### config.mk
export PLATFORM = sky130hd
export DESIGN_NAME = power_mode_seq
export DESIGN_NICKNAME = d
export VERILOG_FILES = /design/src/rtl/pmts_pkg.sv /design/src/rtl/pmts_route.sv /design/src/rtl/pmts_counter.sv /design/src/rtl/pmts_fsm.sv /design/src/rtl/power_mode_seq.sv
export SDC_FILE = /design/constraint.sdc
export NUM_CORES = 1
export LEC_CHECK = 0
export BUFFER_PORTS_ARGS = -buffer_cell sky130_fd_sc_hd__buf_2
export CORE_MARGIN = 8
export CORE_UTILIZATION = 50
export CTS_CLUSTER_SIZE = 14
export DETAILED_ROUTE_END_ITERATION = 16
export MAX_ROUTING_LAYER = met4
export PLACE_DENSITY = 0.8
export SYNTH_ARGS = -nofsm -noshare
export SYNTH_HDL_FRONTEND = slang
export SYNTH_SLANG_ARGS = --single-unit
### constraint.sdc
create_clock -name clk_i -period 4.43 [get_ports clk_i]
set_clock_uncertainty 0.15 [all_clocks]
set_input_delay 0.2215 -clock clk_i [delete_from_list [all_inputs] [get_ports clk_i]]
set_output_delay 0.2215 -clock clk_i [all_outputs]
set_load 0.02 [all_outputs]
### src/rtl/pmts_pkg.sv
package pmts_pkg;

  typedef enum logic [2:0] {
    MODE_HIGH  = 3'd0,
    MODE_MED   = 3'd1,
    MODE_WATCH = 3'd2,
    MODE_SUB   = 3'd3
  } mode_e;

  typedef enum logic [1:0] {
    DIV_HS = 2'd0,
    DIV_MS = 2'd1,
    DIV_SB = 2'd2
  } div_e;

  typedef enum logic [1:0] {
    PH_IDLE,
    PH_ENTRY,
    PH_DWELL,
    PH_EXC
  } phase_e;

  typedef struct packed {
    logic standby;
    logic low_speed;
    logic med_speed;
    logic direct;
    logic timer_src;
  } ctl_t;

  typedef struct packed {
    logic  hit;
    logic  via_watch;
    mode_e target;
    div_e  div_after;
  } route_t;

endpackage

### src/rtl/pmts_route.sv
module pmts_route
  import pmts_pkg::*;
#(
  parameter int SLEEP_ST   = 2,
  parameter int PROC_ST    = 1,
  parameter int EXC_ST     = 14,
  parameter int HS_PER     = 2,
  parameter int MS_PER     = 16,
  parameter int SB_PER     = 64,
  parameter int WAIT_BASE  = 8,
  parameter int WATCH_MIN  = 1,
  parameter int WAIT_SEL_W = 3,
  parameter int CNT_W      = 12
) (
  input  mode_e                  mode_i,
  input  ctl_t                   ctl_i,
  input  logic [WAIT_SEL_W-1:0]  wait_sel_i,
  output route_t                 route_o,
  output logic [CNT_W-1:0]       entry_len_o,
  output logic [CNT_W-1:0]       dwell_len_o,
  output logic [CNT_W-1:0]       exc_len_o
);

  localparam int WAIT_N   = 1 << WAIT_SEL_W;
  localparam int ENTRY_ST = SLEEP_ST + PROC_ST;

  localparam logic [CNT_W-1:0] HS_ENTRY = CNT_W'(ENTRY_ST * HS_PER);
  localparam logic [CNT_W-1:0] MS_ENTRY = CNT_W'(ENTRY_ST * MS_PER);
  localparam logic [CNT_W-1:0] SB_ENTRY = CNT_W'(ENTRY_ST * SB_PER);
  localparam logic [CNT_W-1:0] MS_EXC   = CNT_W'(EXC_ST * MS_PER);
  localparam logic [CNT_W-1:0] SB_EXC   = CNT_W'(EXC_ST * SB_PER);
  localparam logic [CNT_W-1:0] MIN_DW   = CNT_W'(WATCH_MIN);

  logic [CNT_W-1:0] wait_tab [WAIT_N];

  // dwell length doubles per code step
  for (genvar g = 0; g < WAIT_N; g++) begin : g_wait
    assign wait_tab[g] = CNT_W'(WAIT_BASE << g);
  end

  logic hs_to_ms, ms_to_sb, sb_to_ms;

  assign hs_to_ms = (mode_i == MODE_HIGH) && !ctl_i.standby && !ctl_i.low_speed &&
                    ctl_i.med_speed && ctl_i.direct;
  assign ms_to_sb = (mode_i == MODE_MED) && ctl_i.standby && ctl_i.low_speed &&
                    ctl_i.direct && ctl_i.timer_src;
  assign sb_to_ms = (mode_i == MODE_SUB) && ctl_i.standby && !ctl_i.low_speed &&
                    ctl_i.med_speed && ctl_i.direct && ctl_i.timer_src;

  always_comb begin
    route_o           = '0;
    route_o.target    = mode_i;
    route_o.div_after = DIV_HS;
    entry_len_o       = '0;
    dwell_len_o       = '0;
    exc_len_o         = '0;
    if (hs_to_ms) begin
      route_o.hit       = 1'b1;
      route_o.target    = MODE_MED;
      route_o.div_after = DIV_MS;
      entry_len_o       = HS_ENTRY;
      exc_len_o         = MS_EXC;
    end else if (ms_to_sb) begin
      route_o.hit       = 1'b1;
      route_o.via_watch = 1'b1;
      route_o.target    = MODE_SUB;
      route_o.div_after = DIV_SB;
      entry_len_o       = MS_ENTRY;
      dwell_len_o       = MIN_DW;
      exc_len_o         = SB_EXC;
    end else if (sb_to_ms) begin
      route_o.hit       = 1'b1;
      route_o.via_watch = 1'b1;
      route_o.target    = MODE_MED;
      route_o.div_after = DIV_MS;
      entry_len_o       = SB_ENTRY;
      dwell_len_o       = wait_tab[wait_sel_i];
      exc_len_o         = MS_EXC;
    end
  end

endmodule

### src/rtl/pmts_counter.sv
module pmts_counter #(
  parameter int CNT_W = 12
) (
  input  logic             clk_i,
  input  logic             rst_ni,
  input  logic             load_i,
  input  logic [CNT_W-1:0] load_val_i,
  output logic             zero_o
);

  logic [CNT_W-1:0] cnt_q;

  always_ff @(posedge clk_i or negedge rst_ni) begin
    if (!rst_ni) begin
      cnt_q <= '0;
    end else if (load_i) begin
      cnt_q <= load_val_i;
    end else if (cnt_q != '0) begin
      cnt_q <= cnt_q - 1'b1;
    end
  end

  assign zero_o = (cnt_q == '0);

endmodule

### src/rtl/pmts_fsm.sv
module pmts_fsm
  import pmts_pkg::*;
#(
  parameter int CNT_W = 12
) (
  input  logic             clk_i,
  input  logic             rst_ni,
  input  logic             sleep_req_i,
  input  route_t           route_i,
  input  logic [CNT_W-1:0] entry_len_i,
  input  logic [CNT_W-1:0] dwell_len_i,
  input  logic [CNT_W-1:0] exc_len_i,
  input  logic             cnt_zero_i,
  output logic             load_o,
  output logic [CNT_W-1:0] load_val_o,
  output mode_e            mode_o,
  output div_e             div_o,
  output logic             done_o
);

  phase_e           phase_q, phase_d;
  mode_e            mode_q, mode_d;
  mode_e            tgt_q, tgt_d;
  div_e             div_q, div_d;
  div_e             div_after_q, div_after_d;
  logic             via_q, via_d;
  logic             done_q, done_d;
  logic [CNT_W-1:0] dwell_q, dwell_d;
  logic [CNT_W-1:0] exc_q, exc_d;

  always_comb begin
    phase_d     = phase_q;
    mode_d      = mode_q;
    tgt_d       = tgt_q;
    div_d       = div_q;
    div_after_d = div_after_q;
    via_d       = via_q;
    dwell_d     = dwell_q;
    exc_d       = exc_q;
    done_d      = 1'b0;
    load_o      = 1'b0;
    load_val_o  = '0;
    unique case (phase_q)
      PH_IDLE: begin
        if (sleep_req_i && route_i.hit) begin
          phase_d     = PH_ENTRY;
          tgt_d       = route_i.target;
          div_after_d = route_i.div_after;
          via_d       = route_i.via_watch;
          dwell_d     = dwell_len_i;
          exc_d       = exc_len_i;
          load_o      = 1'b1;
          load_val_o  = entry_len_i - 1'b1;
        end
      end
      PH_ENTRY: begin
        if (cnt_zero_i) begin
          load_o = 1'b1;
          if (via_q) begin
            phase_d    = PH_DWELL;
            mode_d     = MODE_WATCH;
            load_val_o = dwell_q - 1'b1;
          end else begin
            phase_d    = PH_EXC;
            mode_d     = tgt_q;
            div_d      = div_after_q;
            load_val_o = exc_q - 1'b1;
          end
        end
      end
      PH_DWELL: begin
        if (cnt_zero_i) begin
          phase_d    = PH_EXC;
          mode_d     = tgt_q;
          div_d      = div_after_q;
          load_o     = 1'b1;
          load_val_o = exc_q - 1'b1;
        end
      end
      PH_EXC: begin
        if (cnt_zero_i) begin
          phase_d = PH_IDLE;
          done_d  = 1'b1;
        end
      end
      default: phase_d = PH_IDLE;
    endcase
  end

  always_ff @(posedge clk_i or negedge rst_ni) begin
    if (!rst_ni) begin
      phase_q     <= PH_IDLE;
      mode_q      <= MODE_HIGH;
      tgt_q       <= MODE_HIGH;
      div_q       <= DIV_HS;
      div_after_q <= DIV_HS;
      via_q       <= 1'b0;
      done_q      <= 1'b0;
      dwell_q     <= '0;
      exc_q       <= '0;
    end else begin
      phase_q     <= phase_d;
      mode_q      <= mode_d;
      tgt_q       <= tgt_d;
      div_q       <= div_d;
      div_after_q <= div_after_d;
      via_q       <= via_d;
      done_q      <= done_d;
      dwell_q     <= dwell_d;
      exc_q       <= exc_d;
    end
  end

  assign mode_o = mode_q;
  assign div_o  = div_q;
  assign done_o = done_q;

endmodule

### src/rtl/power_mode_seq.sv
module power_mode_seq
  import pmts_pkg::*;
#(
  parameter int SLEEP_ST   = 2,
  parameter int PROC_ST    = 1,
  parameter int EXC_ST     = 14,
  parameter int HS_PER     = 2,
  parameter int MS_PER     = 16,
  parameter int SB_PER     = 64,
  parameter int WAIT_BASE  = 8,
  parameter int WATCH_MIN  = 1,
  parameter int WAIT_SEL_W = 3
) (
  input  logic                  clk_i,
  input  logic                  rst_ni,
  input  logic                  sleep_req_i,
  input  logic                  standby_i,
  input  logic                  low_speed_i,
  input  logic                  med_speed_i,
  input  logic                  direct_i,
  input  logic                  timer_src_i,
  input  logic [WAIT_SEL_W-1:0] wait_sel_i,
  output logic [2:0]            mode_o,
  output logic [1:0]            div_sel_o,
  output logic                  done_o
);

  localparam int MAX_DWELL = WAIT_BASE << ((1 << WAIT_SEL_W) - 1);
  localparam int LONGEST   = (SLEEP_ST + PROC_ST + EXC_ST) * (HS_PER + MS_PER + SB_PER)
                             + MAX_DWELL + WATCH_MIN;
  localparam int CNT_W     = $clog2(LONGEST + 1);

  ctl_t             ctl;
  route_t           route;
  mode_e            mode;
  div_e             div;
  logic [CNT_W-1:0] entry_len, dwell_len, exc_len, load_val;
  logic             load, cnt_zero;

  assign ctl = '{standby:   standby_i,
                 low_speed: low_speed_i,
                 med_speed: med_speed_i,
                 direct:    direct_i,
                 timer_src: timer_src_i};

  pmts_route #(
    .SLEEP_ST  (SLEEP_ST),
    .PROC_ST   (PROC_ST),
    .EXC_ST    (EXC_ST),
    .HS_PER    (HS_PER),
    .MS_PER    (MS_PER),
    .SB_PER    (SB_PER),
    .WAIT_BASE (WAIT_BASE),
    .WATCH_MIN (WATCH_MIN),
    .WAIT_SEL_W(WAIT_SEL_W),
    .CNT_W     (CNT_W)
  ) u_route (
    .mode_i     (mode),
    .ctl_i      (ctl),
    .wait_sel_i (wait_sel_i),
    .route_o    (route),
    .entry_len_o(entry_len),
    .dwell_len_o(dwell_len),
    .exc_len_o  (exc_len)
  );

  pmts_fsm #(
    .CNT_W(CNT_W)
  ) u_fsm (
    .clk_i      (clk_i),
    .rst_ni     (rst_ni),
    .sleep_req_i(sleep_req_i),
    .route_i    (route),
    .entry_len_i(entry_len),
    .dwell_len_i(dwell_len),
    .exc_len_i  (exc_len),
    .cnt_zero_i (cnt_zero),
    .load_o     (load),
    .load_val_o (load_val),
    .mode_o     (mode),
    .div_o      (div),
    .done_o     (done_o)
  );

  pmts_counter #(
    .CNT_W(CNT_W)
  ) u_cnt (
    .clk_i     (clk_i),
    .rst_ni    (rst_ni),
    .load_i    (load),
    .load_val_i(load_val),
    .zero_o    (cnt_zero)
  );

  assign mode_o    = mode;
  assign div_sel_o = div;

endmodule

==> flow_summary_export.csv, run 1 <==
group,metric,value,unit
floorplan,floorplan.io_pins,17,
floorplan,fp.coreArea,4260,um2
timing,drv_slew,0,
timing,slew-limit-headroom,0.492,
synth,syn_nets,256,
routing,postRouteWirelength,4800,um
cts,cts_buffers,5,
setup_path,worstPathMaxFanout,15,
layout,layout.nets,271,
global_routing,globalRouteOverflowTotal,0,
global_routing,first_global_vias,1780,
floorplan,die_w,81.7,um
synth,yosysSeqAreaShare,0.406,
global_routing,antenna_found_initial,0,
synth,syn_area_per_cell,9.18,um2
layout,synthToLayoutAreaGrowth,9.33,%
place,dp_cells,294,
layout,num-fill-cells,378,
setup_path,cp.arrival,2.63,ns
routing,vias_per_cell,5.92,
global_routing,grt_max_degree,36,
timing,rsz0062_at_grt,"false",
floorplan,die_h,81.7,um
setup_path,endpoint_kind,"flip-flop",
timing,finalHoldViolations,0,
timing,min_period_over_period,0.588,
setup_path,required,4.46,ns
floorplan,start_util,0.506,
synth,synthArstFlopShare,1.00,
synth,synth_cells,235,
cts,clockBufferDepth,2,
synth,synth_edf_count,0,
cts,clock_latency,0.30,ns
routing,drt-initial-drc-count,127,
cts,cts.clk_slew.worst_paths,0.07,ns
timing,fin_tns_setup,0,ns
cts,cts_tree,"built",
min_path,hold_path.class,"in -> reg",
cts,cts_root_buffer,"clkbuf_8",
global_routing,grt_pass1_wl,8130,um
place,place.gp.congestion,0.869,
synth,ys_warn_count,0,
timing,setup_viol,0,
routing,drcViolationCount,0,
timing,max_freq,384,MHz
synth,synthesis.area,2160,um2
synth,ys.flop_type,"dfrtp_1",
routing,wl_per_cell,15.8,um
setup_path,critPathLaunchType,"flip-flop",
cts,cts.sinks,35,
synth,synthDistinctLibCells,49,
layout,insertedDiodeCount,0,
floorplan,die_area,6670,um2
flow_run,drv_cap,0,
setup_path,setup.worst_path.class,"reg -> reg",
min_path,hold_depth,2,
synth,synth-seq-cells,35,
cts,htreeDepth,2,
power_and_ir_drop,ir_drop,0.213,mV
power_and_ir_drop,p_leak,1.08,nW
routing,ant_nets,0,
routing,drt_pass1_iterations,4,
power_and_ir_drop,p_per_area,241,nW/um2
timing,worstMarginPinSlew,0.762,ns
floorplan,rows,24,
layout,drive_gt1_frac,0.124,
timing,holdWs,0.0278,ns
layout,fin_util,0.553,
global_routing,grtUsageTotal,0.158,
place,port_buffers,16,
setup_path,r2r_cells,7,
timing,fin_crit,2.61,ns
routing,num_vias,1795,
place,dpl.hpwl,3550,um
cts,cts_resized,0,
status,status,"completed",
layout,stdcell_count,303,
==> critical path, stage by stage (launching register included) <==
cell and delay (ns):
dfrtp_1 0.43, inv_1 0.10, ha_1 0.17, nor4b_1 0.31
and4b_1 0.59, nand2_1 0.17, a21o_4 0.28, mux2_4 0.29
==> through the flow <==
stage	power [mW]	worst slack, ns	cell area (um2)
after CTS	0.570	1.86	2360
after detailed placement	0.342	1.87	2260
after floorplan	0.329	2.01	2160
final	0.569	1.82	2360
after global routing	0.586	1.64	2360
after global placement	0.342	1.97	2260
==> placed cells by master (no fill, tap or decap), types with 2 or more instances in the layout <==
master      synthesis  layout
nand2b_1            6       6
nor3_1             14      14
buf_2               1      16
nand3_1             5       5
dfrtp_1            35      35
a2bb2oi_1           2       2
xnor2_1             8       8
o211ai_1            2       2
nor4_1              4       4
o31ai_1             5       5
inv_1              13      13
nand3b_1            3       3
o21ai_0            14      14
clkinvlp_4          0       2
nor2b_1             2       2
a21o_1              3       3
xor2_1              5       5
mux2i_1             4       4
a32o_1              4       4
ha_1               10      10
o22ai_1             6       6
o22a_1              2       2
nor2_1             12      12
a2111o_1            2       2
clkbuf_8            0       5
o31a_1              2       2
a211oi_1            2       2
nand2_1            25      25
a21oi_1            16      16
==> layout make-up <==
| type | instances | area (um2) | area share |
|---|---|---|---|
| sequential | 35 | 876 | 0.371 |
| multi-input combinational | 178 | 1190 | 0.505 |
| clock buffer | 5 | 68.8 | 0.0292 |
| clock inverter | 3 | 20.0 | 0.00848 |
| tap | 52 | 65.1 | 0.0276 |
| timing repair buffer | 17 | 90.1 | 0.0382 |
| inverter | 13 | 48.8 | 0.0207 |
==> synth_stat cells, drive strengths merged (5+ instances only) <==
master  instances  share of area
ha             10          0.058
o21ai          14          0.032
a21oi          16          0.037
nor3           14          0.032
inv            13          0.023
xor2            5          0.020
nand3           5          0.012
nand2b          6          0.017
nor2           12          0.021
dfrtp          35           0.41
xnor2           8          0.032
nand2          25          0.043
o31ai           5          0.017
o22ai           6          0.017
nor4            5          0.017
clkbuf          7          0.012
==> registers in the layout (all words and copies together) (netlist names) <==
signal and count:
u_fsm.div_o 2, u_fsm.dwell_q 9, u_fsm.phase_q 2, u_fsm.exc_q 1, u_fsm.mode_o 3, u_cnt.cnt_q 12
u_fsm.div_after_q 1, u_fsm.done_o 1, u_fsm.via_q 1, u_fsm.tgt_q 3
==> where the power goes <==
group          total [mW]  internal, mW  switching (mW)
Clock               0.232         0.109           0.123
Sequential          0.319         0.319               0
Combinational      0.0171       0.00513          0.0119
Total               0.569         0.434           0.135
==> worst paths after layout <==
| kind | startpoint | endpoint | slack, ns |
|---|---|---|---|
| max in group asynchronous | rst_ni | u_cnt.cnt_q[1] | 3.26 |
| min in group asynchronous | rst_ni | u_fsm.done_o | 0.38 |
| hold reg to reg | u_fsm.tgt_q[0] | u_fsm.tgt_q[0] | 0.32 |
| setup / recovery | u_cnt.cnt_q[1] | u_cnt.cnt_q[3] | 1.82 |
| hold / removal | wait_sel_i[1] | u_fsm.dwell_q[4] | 0.03 |
| setup reg to reg | u_cnt.cnt_q[1] | u_cnt.cnt_q[3] | 1.82 |
==> per-layer routing <==
| metal | global-route usage | part of all wire |
|---|---|---|
| met5 | - | 0 |
| met2 | 0.254 | 0.47 |
| met1 | 0.202 | 0.48 |
| met4 | 0.0351 | 0.0085 |
| met3 | 0.0306 | 0.034 |
==> logic make-up (layout without fill, tap and decap cells) <==
| family | count (synthesis) | in the layout | synth area share |
|---|---|---|---|
| adder cells (fa/ha/maj) | 10 | 10 | 0.0580 |
| flip-flops | 35 | 35 | 0.406 |
| XOR/XNOR | 13 | 13 | 0.0528 |
| AO/OA/AOI/OAI | 65 | 65 | 0.207 |
| buffers and inverters | 22 | 38 | 0.0423 |
| multiplexers | 5 | 5 | 0.0255 |
| AND/OR/NAND/NOR | 85 | 85 | 0.209 |
==> what timing repair did <==
item | CTS | global route
hold buffers | 1 | 0
setup buffers | 0 | 0
endpoints found under the hold margin | 35 | 0
(Power assumes the default switching activity.)
==> inputs of run 2 (changes only) <==
--- a/config.mk
+++ b/config.mk
@@ -11,7 +11,7 @@
 export CTS_CLUSTER_SIZE = 14
 export DETAILED_ROUTE_END_ITERATION = 16
 export MAX_ROUTING_LAYER = met4
-export PLACE_DENSITY = 0.8
+export PLACE_DENSITY = 0.83
 export SYNTH_ARGS = -nofsm -noshare
 export SYNTH_HDL_FRONTEND = slang
 export SYNTH_SLANG_ARGS = --single-unit
==> constraint.sdc (replaced) <==
create_clock -name clk_i -period 2.19 [get_ports clk_i]
set_clock_uncertainty 0.15 [all_clocks]
set_input_delay 0.1095 -clock clk_i [delete_from_list [all_inputs] [get_ports clk_i]]
set_output_delay 0.1095 -clock clk_i [all_outputs]
set_load 0.02 [all_outputs]
==> run 2 against run 1 <==
  * Total power rose by 110%
  * Routed wire length up 4.0%
  * Clock-buffer cell count grew 3
  * Critical path depth stayed put
  * Via count increased by 3.7%
==> flow_summary_export.csv, run 2 (synthesis results as in run 1) <==
group,metric,value,unit
floorplan,floorplan.io_pins,17,
place,port_buffers,16,
setup_path,endpoint_kind,"flip-flop",
global_routing,grt_max_degree,36,
routing,drt_pass1_iterations,4,
global_routing,first_global_vias,1894,
timing,slew-limit-headroom,0.482,
global_routing,antenna_found_initial,0,
cts,cts_root_buffer,"clkbuf_8",
setup_path,worstPathMaxFanout,6,
timing,worst_slack,0.0375,ns
setup_path,required,2.22,ns
timing,worstMarginPinSlew,0.777,ns
status,status,"completed",
layout,final_cell_mix,"35 x dfrtp_1, 24 x nand2_1, 18 x buf_4, 16 x a21oi_1, 16 x buf_2",
layout,top_register,"u_cnt.cnt_q",
cts,cts_tree,"built",
routing,postRouteWirelength,4990,um
floorplan,die_w,81.7,um
timing,holdWs,0.0423,ns
floorplan,die_h,81.7,um
flow_run,drv_cap,0,
cts,clockBufferDepth,2,
timing,min_period_over_period,0.983,
floorplan,rows,24,
setup_path,cp.arrival,2.18,ns
floorplan,fp.coreArea,4260,um2
layout,drive_gt1_frac,0.203,
global_routing,globalRouteOverflowTotal,0,
layout,layout.nets,291,
timing,setup_viol,0,
routing,vias_per_cell,5.76,
timing,drv_slew,0,
layout,synthToLayoutAreaGrowth,18.6,%
routing,wl_per_cell,15.5,um
cts,cts.sinks,35,
min_path,hold_path.class,"in -> reg",
min_path,worstHoldStart,"wait_sel_i[0]",
cts,clock_latency,0.29,ns
place,dpl.hpwl,3750,um
global_routing,grtUsageTotal,0.167,
cts,htreeDepth,2,
routing,ant_nets,0,
floorplan,start_util,0.506,
setup_path,setup.worst_path.class,"reg -> reg",
routing,drcViolationCount,0,
floorplan,die_area,6670,um2
layout,final_common_cell,"dfrtp_1",
cts,cts_buffers,5,
layout,insertedDiodeCount,0,
layout,reg_top3,"u_cnt.cnt_q x12, u_fsm.dwell_q x9",
place,place.gp.congestion,0.890,
routing,drt-initial-drc-count,98,
timing,fin_crit,2.15,ns
timing,max_freq,465,MHz
setup_path,critPathLaunchType,"flip-flop",
power_and_ir_drop,ir_drop,0.384,mV
setup_path,startpoint,"u_fsm.phase_q[1]",
place,preCtsSetupSlack,0.0394,ns
timing,fin_tns_setup,0,ns
timing,finalHoldViolations,0,
layout,largest_reg_flops,12,
setup_path,r2r-start,"u_fsm.phase_q[1]",
power_and_ir_drop,p_leak,1.18,nW
global_routing,grt_pass1_wl,8490,um
routing,num_vias,1862,
cts,cts.clk_slew.worst_paths,0.07,ns
power_and_ir_drop,p_per_area,468,nW/um2
## run 2: cell count changes in the layout (fill, tap and decap cells not counted), moves of 2 or more
cell	before	now
clkbuf_8	5	7
clkinvlp_4	2	0
inv_2	0	2
inv_1	13	11
buf_4	0	18
dlygate4sd3_1	1	3
## run 2: area by class of cell
type / instances / area [um2]
tap: 52 / 65.1
fill: 386 / 1710
clock buffer: 8 / 100
multi-input combinational: 178 / 1220
sequential: 35 / 876
inverter: 13 / 48.8
timing repair buffer: 37 / 245
## run 2: timing repair
action	4_1_cts	5_1_grt
setup buffers	0	3
setup endpoints to repair	0	11
hold buffers	3	0
endpoints found under the hold margin	41	0
resized for setup	0	4
## run 2: final timing paths
| path | endpoint | slack, ns | cells past startpoint |
|---|---|---|---|
| worst max-delay path | u_cnt.cnt_q[3] | 0.04 | 7 |
| worst min-delay path | u_fsm.dwell_q[4] | 0.04 | 3 |
| worst max register to register | u_cnt.cnt_q[3] | 0.04 | 7 |
| worst min register to register | u_fsm.tgt_q[0] | 0.33 | 1 |
| max in group asynchronous | u_fsm.div_o[0] | 1.11 | 2 |
| min in group asynchronous | u_fsm.done_o | 0.29 | 2 |
## run 2: stage by stage
stage / util / instance area (um2) / power (mW) / cells
final: 0.600 / 2560 / 1.20 / 323
after global routing: 0.600 / 2560 / 1.24 / 323
after CTS: 0.591 / 2520 / 1.21 / 320
after detailed placement: 0.560 / 2390 / 0.692 / 309
after global placement: 0.560 / 2390 / 0.692 / 309
after floorplan: - / 2170 / 0.666 / 235
## run 2: critical path: stages, from the launching register on
cell	delay, ns
dfrtp_1	0.39
inv_2	0.09
ha_4	0.14
nand2_2	0.07
or4b_4	0.49
and2_4	0.17
a21o_4	0.23
mux2_4	0.29
## run 2: power breakdown
group | switching [mW] | internal [mW] | leakage (nW)
Clock | 0.227 | 0.287 | 0.0515
Combinational | 0.0248 | 0.0128 | 0.688
Sequential | 0 | 0.646 | 0.437
## run 2: metal layers
layer / routed length, um / part of all wire / track usage / vias up
met3: 146 / 0.029 / 0.0274 / 6
met1: 2280 / 0.46 / 0.196 / 894
li1: - / - / - / 924
met5: 0 / 0 / - / -
met2: 2520 / 0.50 / 0.273 / 38
met4: 55 / 0.011 / 0.0772 / 0
